==> src/rtl/replay_iwin_pkg.sv <==
package replay_iwin_pkg;

   // lifecycle of one window slot
   typedef enum logic [1:0] {
      SLOT_FREE   = 2'd0,
      SLOT_WAIT   = 2'd1,
      SLOT_ISSUED = 2'd2
   } slot_st_e;

   localparam int DEF_DEPTH   = 8;
   localparam int DEF_TAG_W   = 5;
   localparam int DEF_VUL_CYC = 4;

endpackage

==> src/rtl/replay_iwin_pick.sv <==
// Lowest-index priority picker, used for both issue grant and free-slot search.
module replay_iwin_pick #(
   parameter  int W     = 8,
   localparam int IDX_W = (W > 1) ? $clog2(W) : 1
) (
   input  logic [W-1:0]     req,
   output logic             hit,
   output logic [IDX_W-1:0] idx,
   output logic [W-1:0]     onehot
);

   always_comb begin
      hit = 1'b0;
      idx = '0;
      for (int i = W - 1; i >= 0; i--) begin
         if (req[i]) begin
            hit = 1'b1;
            idx = IDX_W'(i);
         end
      end
      onehot = '0;
      if (hit) onehot[idx] = 1'b1;
   end

endmodule

==> src/rtl/replay_iwin_slot.sv <==
// One window slot: operand tags, ready flags, state and vulnerability timer.
module replay_iwin_slot
   import replay_iwin_pkg::*;
#(
   parameter  int TAG_W   = DEF_TAG_W,
   parameter  int VUL_CYC = DEF_VUL_CYC,
   localparam int TMR_W   = $clog2(VUL_CYC + 1)
) (
   input  logic             clk,
   input  logic             rst_n,
   input  logic             ld,
   input  logic [TAG_W-1:0] ld_tag0,
   input  logic [TAG_W-1:0] ld_tag1,
   input  logic             ld_rdy0,
   input  logic             ld_rdy1,
   input  logic             wb_valid,
   input  logic [TAG_W-1:0] wb_tag,
   input  logic             kill,
   input  logic             gnt,
   output logic             req,
   output logic             busy,
   output logic             issued,
   output logic [TMR_W-1:0] tmr
);

   slot_st_e         st_q;
   logic [TAG_W-1:0] tag0_q, tag1_q;
   logic [1:0]       rdy_q;
   logic [TMR_W-1:0] tmr_q;
   logic [1:0]       hit;
   logic             exposed;

   assign hit[0]  = wb_valid && (wb_tag == tag0_q);
   assign hit[1]  = wb_valid && (wb_tag == tag1_q);
   assign exposed = (tmr_q != '0);

   always_ff @(posedge clk) begin
      if (!rst_n) begin
         st_q   <= SLOT_FREE;
         tag0_q <= '0;
         tag1_q <= '0;
         rdy_q  <= '0;
         tmr_q  <= '0;
      end else if (ld) begin
         st_q   <= SLOT_WAIT;
         tag0_q <= ld_tag0;
         tag1_q <= ld_tag1;
         rdy_q  <= {ld_rdy1, ld_rdy0};
         tmr_q  <= '0;
      end else if (st_q != SLOT_FREE) begin
         if (kill && exposed) begin
            st_q  <= SLOT_WAIT;
            rdy_q <= '0;
            tmr_q <= '0;
         end else if (st_q == SLOT_ISSUED) begin
            if (tmr_q <= TMR_W'(1)) begin
               st_q  <= SLOT_FREE;
               tmr_q <= '0;
            end else begin
               tmr_q <= tmr_q - 1'b1;
            end
         end else if (gnt) begin
            st_q  <= SLOT_ISSUED;
            tmr_q <= TMR_W'(VUL_CYC);
         end else begin
            rdy_q <= rdy_q | hit;
            if ((hit & ~rdy_q) != 2'b00) tmr_q <= TMR_W'(VUL_CYC);
            else if (exposed)            tmr_q <= tmr_q - 1'b1;
         end
      end
   end

   assign req    = (st_q == SLOT_WAIT) && (&rdy_q);
   assign busy   = (st_q != SLOT_FREE);
   assign issued = (st_q == SLOT_ISSUED);
   assign tmr    = tmr_q;

endmodule

==> src/rtl/replay_iwin.sv <==
module replay_iwin
   import replay_iwin_pkg::*;
#(
   parameter  int DEPTH   = DEF_DEPTH,
   parameter  int TAG_W   = DEF_TAG_W,
   parameter  int VUL_CYC = DEF_VUL_CYC,
   localparam int IDX_W   = (DEPTH > 1) ? $clog2(DEPTH) : 1,
   localparam int TMR_W   = $clog2(VUL_CYC + 1)
) (
   input  logic             clk,
   input  logic             rst_n,
   input  logic             alloc_valid,
   input  logic [TAG_W-1:0] alloc_tag0,
   input  logic [TAG_W-1:0] alloc_tag1,
   input  logic             alloc_rdy0,
   input  logic             alloc_rdy1,
   output logic             alloc_ready,
   input  logic             wb_valid,
   input  logic [TAG_W-1:0] wb_tag,
   input  logic             kill,
   output logic             issue_valid,
   output logic [IDX_W-1:0] issue_idx
);

   if (DEPTH < 2) begin : g_bad_depth
      $error("replay_iwin: DEPTH must be at least 2");
   end
   if (VUL_CYC < 1) begin : g_bad_vul
      $error("replay_iwin: VUL_CYC must be at least 1");
   end
   if (TAG_W < 1) begin : g_bad_tag
      $error("replay_iwin: TAG_W must be at least 1");
   end

   logic [DEPTH-1:0]            ent_req, ent_busy, ent_iss;
   logic [DEPTH-1:0][TMR_W-1:0] ent_tmr;
   logic [DEPTH-1:0]            iss_oh, free_oh;
   logic [IDX_W-1:0]            free_idx;

   // kill suppresses all grants in its cycle
   replay_iwin_pick #(.W(DEPTH)) u_issue_pick (
      .req    (ent_req & {DEPTH{~kill}}),
      .hit    (issue_valid),
      .idx    (issue_idx),
      .onehot (iss_oh)
   );

   replay_iwin_pick #(.W(DEPTH)) u_free_pick (
      .req    (~ent_busy),
      .hit    (alloc_ready),
      .idx    (free_idx),
      .onehot (free_oh)
   );

   for (genvar g = 0; g < DEPTH; g++) begin : g_slot
      replay_iwin_slot #(.TAG_W(TAG_W), .VUL_CYC(VUL_CYC)) u_slot (
         .clk      (clk),
         .rst_n    (rst_n),
         .ld       (alloc_valid && free_oh[g]),
         .ld_tag0  (alloc_tag0),
         .ld_tag1  (alloc_tag1),
         .ld_rdy0  (alloc_rdy0),
         .ld_rdy1  (alloc_rdy1),
         .wb_valid (wb_valid),
         .wb_tag   (wb_tag),
         .kill     (kill),
         .gnt      (iss_oh[g]),
         .req      (ent_req[g]),
         .busy     (ent_busy[g]),
         .issued   (ent_iss[g]),
         .tmr      (ent_tmr[g])
      );
   end

   logic unused_free_idx;
   assign unused_free_idx = ^free_idx;

endmodule

==> config.mk <==
export PLATFORM = sky130hd
export DESIGN_NAME = replay_iwin
export DESIGN_NICKNAME = d
export VERILOG_FILES = /design/src/rtl/replay_iwin_pkg.sv /design/src/rtl/replay_iwin_pick.sv /design/src/rtl/replay_iwin_slot.sv /design/src/rtl/replay_iwin.sv
export SDC_FILE = /design/constraint.sdc
export NUM_CORES = 1
export LEC_CHECK = 0
export ABC_AREA = 1
export BUFFER_PORTS_ARGS = -buffer_cell sky130_fd_sc_hd__buf_2
export CAP_MARGIN = 20
export CORE_ASPECT_RATIO = 1.4
export CORE_MARGIN = 2
export CORE_UTILIZATION = 35
export DETAILED_ROUTE_END_ITERATION = 12
export GPL_ROUTABILITY_DRIVEN = 0
export GPL_TIMING_DRIVEN = 0
export PLACE_DENSITY_LB_ADDON = 0.12
export SKIP_LAST_GASP = 1
export SLEW_MARGIN = 10
export SYNTH_ARGS = -nofsm -noshare
export SYNTH_HDL_FRONTEND = slang
export SYNTH_SLANG_ARGS = --single-unit
==> constraint.sdc <==
create_clock -name clk -period 4.5 [get_ports clk]
set_input_delay 0.45 -clock clk [delete_from_list [all_inputs] [get_ports clk]]
set_output_delay 0.45 -clock clk [all_outputs]
set_load 0.01 [all_outputs]
==> metrics.yaml <==
final_layout:
  finalInstanceArea_um2: 9550
  diodes: 0
  drive_above_1_share: 0.134
  layout_common_cells: "240 x nor2_1, 212 x nand2_1, 151 x inv_1"
  syn_to_final_growth_pct: 13.7
  finalNetCount: 1366
  fill_cells: 2591
  final_common_cell: "nor2_1"
place:
  dp_slack_ns: 2.24
  numPortBuffers: 22
  dp.final_hpwl_um: 20300
  placed_cell_area_um2: 8890
cts:
  cts_setup_buffers: 0
  path_clk_slew_ns: 0.06
  cts_resized: 0
  hold_buffers: 0
  cts_tree: "built"
  h-tree-depth: 4
  root_buffer: "clkbuf_16"
  clockBufferDepth: 2
  clock_latency_ns: 0.44
  cts_made_buffers: 17
  clock_sinks: 136
logic_synthesis:
  synth-seq-cells: 136
  syn_area_um2: 8400
  syn_area_per_cell_um2: 6.56
  ys_types: 38
  netlist_instances: 1279
  synth_compound_gate_area_share: 0.192
  synthAdderAreaFrac: 0.0358
  synth_area_leader_cell: "dfxtp_1"
  synth-simple-area-share: 0.319
  muxShareOfSynthArea: 0
  seq_area_frac_synth: 0.324
  synth_fp_nets: 1325
  ys.warnings.count: 0
  synth_top_family_by_area: "simple AND/OR/NAND/NOR gates"
  synthTopCellsByArea: "dfxtp_1 32%, nor2_1 11%, nand2_1 9.5%"
  synth_top_area_frac: 0.324
  synth-xor-area-share: 0.0167
route:
  routed_via_density: 4.96
  wl_per_cell_um: 16.5
  dr.pass1.iters: 5
  ant_nets: 0
  drt_iter0_markers: 445
  totalWireLength_um: 27100
  vias: 8142
  drc: 0
timing:
  worst_pin_slew_ns: 0.754
  finClkSkew_ns: 0.00999
  hold_viol: 0
  maxSlewViolCount: 0
  rsz0062_at_grt: "false"
  timing.final.crit_period_ns: 2.34
  whs_ns: 0.403
  slew_headroom: 0.498
  fin_ws_ns: 2.16
  fmax_mhz: 428
  fin_crit_sh: 0.519
  tns_ns: 0
  finalSetupViolCount: 0
floorplanning:
  initial_utilization: 0.354
  die_w_um: 135
  core_um2: 23700
  rows: 67
  dieArea_um2: 25300
  die_y_um: 187
  io_pins: 27
status:
  outcome: "completed"
power_and_ir_drop:
  vdd_drop_max_v: 0.000270
  powerDensity_nw_per_um2: 324
  finalPower_mw: 3.09
  p_leak_nw: 4.11
setup_path:
  start_kind: "flip-flop"
  arrival_ns: 1.89
  crit_type: "reg -> out"
  r2r_cells: 8
  cp-endpoint: "issue_idx[0]"
  cp_max_fo: 4
  r2r-start: "g_slot[0].u_slot.st_q[1]"
  crit_path_end_kind: "output pin"
  rrSetupSlack_ns: 2.41
  r2r_end: "g_slot[0].u_slot.rdy_q[1]"
  startpoint: "g_slot[1].u_slot.rdy_q[1]"
  worstPathRequired_ns: 4.05
global_routing:
  grtUsageTotal: 0.222
  grt_pass1_vias: 7638
  grt_pass1_wl_um: 42800
  grt_start_max_net_pins: 17
  grt_overflow_total: 0
  antenna_found_initial: 0
min_path:
  min_path_type: "in -> reg"
flow_run:
  maxCapViolCount: 0
[sequential cells by signal, summed over array words and instances, names as in the netlist]
signal                count
g_slot.u_slot.tag1_q     40
g_slot.u_slot.tmr        24
g_slot.u_slot.rdy_q      16
g_slot.u_slot.tag0_q     40
g_slot.u_slot.st_q       16
[per-stage QoR]
stage	cells	util
detailed placement	1611	0.375
global route	1642	0.402
floorplan	1279	-
CTS	1642	0.402
global placement	1611	0.375
finish	1642	0.402
[worst max-delay path, stage by stage, from the launching register on]
cell	delay (ns)
dfxtp_1	0.36
nand2_1	0.11
nor3_4	0.29
inv_2	0.07
nor2_2	0.21
inv_2	0.14
nand2_4	0.13
buf_2	0.14
[metal layers]
layer / vias to the layer above / global-route usage / routed length (um)
li1: 4232 / - / -
met1: 3751 / 0.280 / 11900
met2: 131 / 0.392 / 13800
met3: 28 / 0.0301 / 953
met4: 0 / 0.0636 / 437
met5: - / 0 / 0
[synthesized netlist by cell type (all sizes together)]
cell type and count:
o21ai 149, a31oi 1, inv 174, xor2 12, clkinv 1, o22ai 20, clkbuf 14, buf 27
xnor2 4, o211ai 2, o21a 3, nand4 24, a211oi 4, nor3 13, nor2 259, dfxtp 136
o31ai 2, nand2 230, nand3 65, ha 24, a21oi 115
[worst min-delay path by stage]
stage / from / end / slack [ns] / cells after the start
3_5_place_dp: g_slot[2].u_slot.tag1_q[2] / g_slot[2].u_slot.tag1_q[2] / 0.46 / 2
6_report: alloc_tag1[3] / g_slot[7].u_slot.tag1_q[3] / 0.40 / 3
5_1_grt: alloc_tag1[3] / g_slot[7].u_slot.tag1_q[3] / 0.42 / 3
4_1_cts: alloc_tag1[2] / g_slot[0].u_slot.tag1_q[2] / 0.41 / 3
2_1_floorplan: g_slot[3].u_slot.tag0_q[0] / g_slot[3].u_slot.tag0_q[0] / 0.44 / 2
3_3_place_gp: g_slot[2].u_slot.tag1_q[2] / g_slot[2].u_slot.tag1_q[2] / 0.45 / 2
[area by class of cell]
class,instances,area (um^2),area share
inverters,175,664,0.0696
flip-flops and latches,136,2720,0.285
clock buffers,19,453,0.0475
repair buffers,22,110,0.0115
clock inverters,12,199,0.0208
multi-input cells,927,4730,0.496
well taps,310,388,0.0406
plain buffers,41,274,0.0287
[power by group]
| group | internal [mW] | switching [mW] |
|---|---|---|
| clock network | 1.01 | 0.566 |
| registers | 1.23 | 0.0130 |
| logic | 0.0791 | 0.204 |
[logic make-up after synthesis]
logic type | Yosys count
xor+xnor | 16
flops | 136
buf+inv | 216
simple gates | 591
fa+ha+maj | 24
compound gates | 296
(Power assumes the default switching activity.)
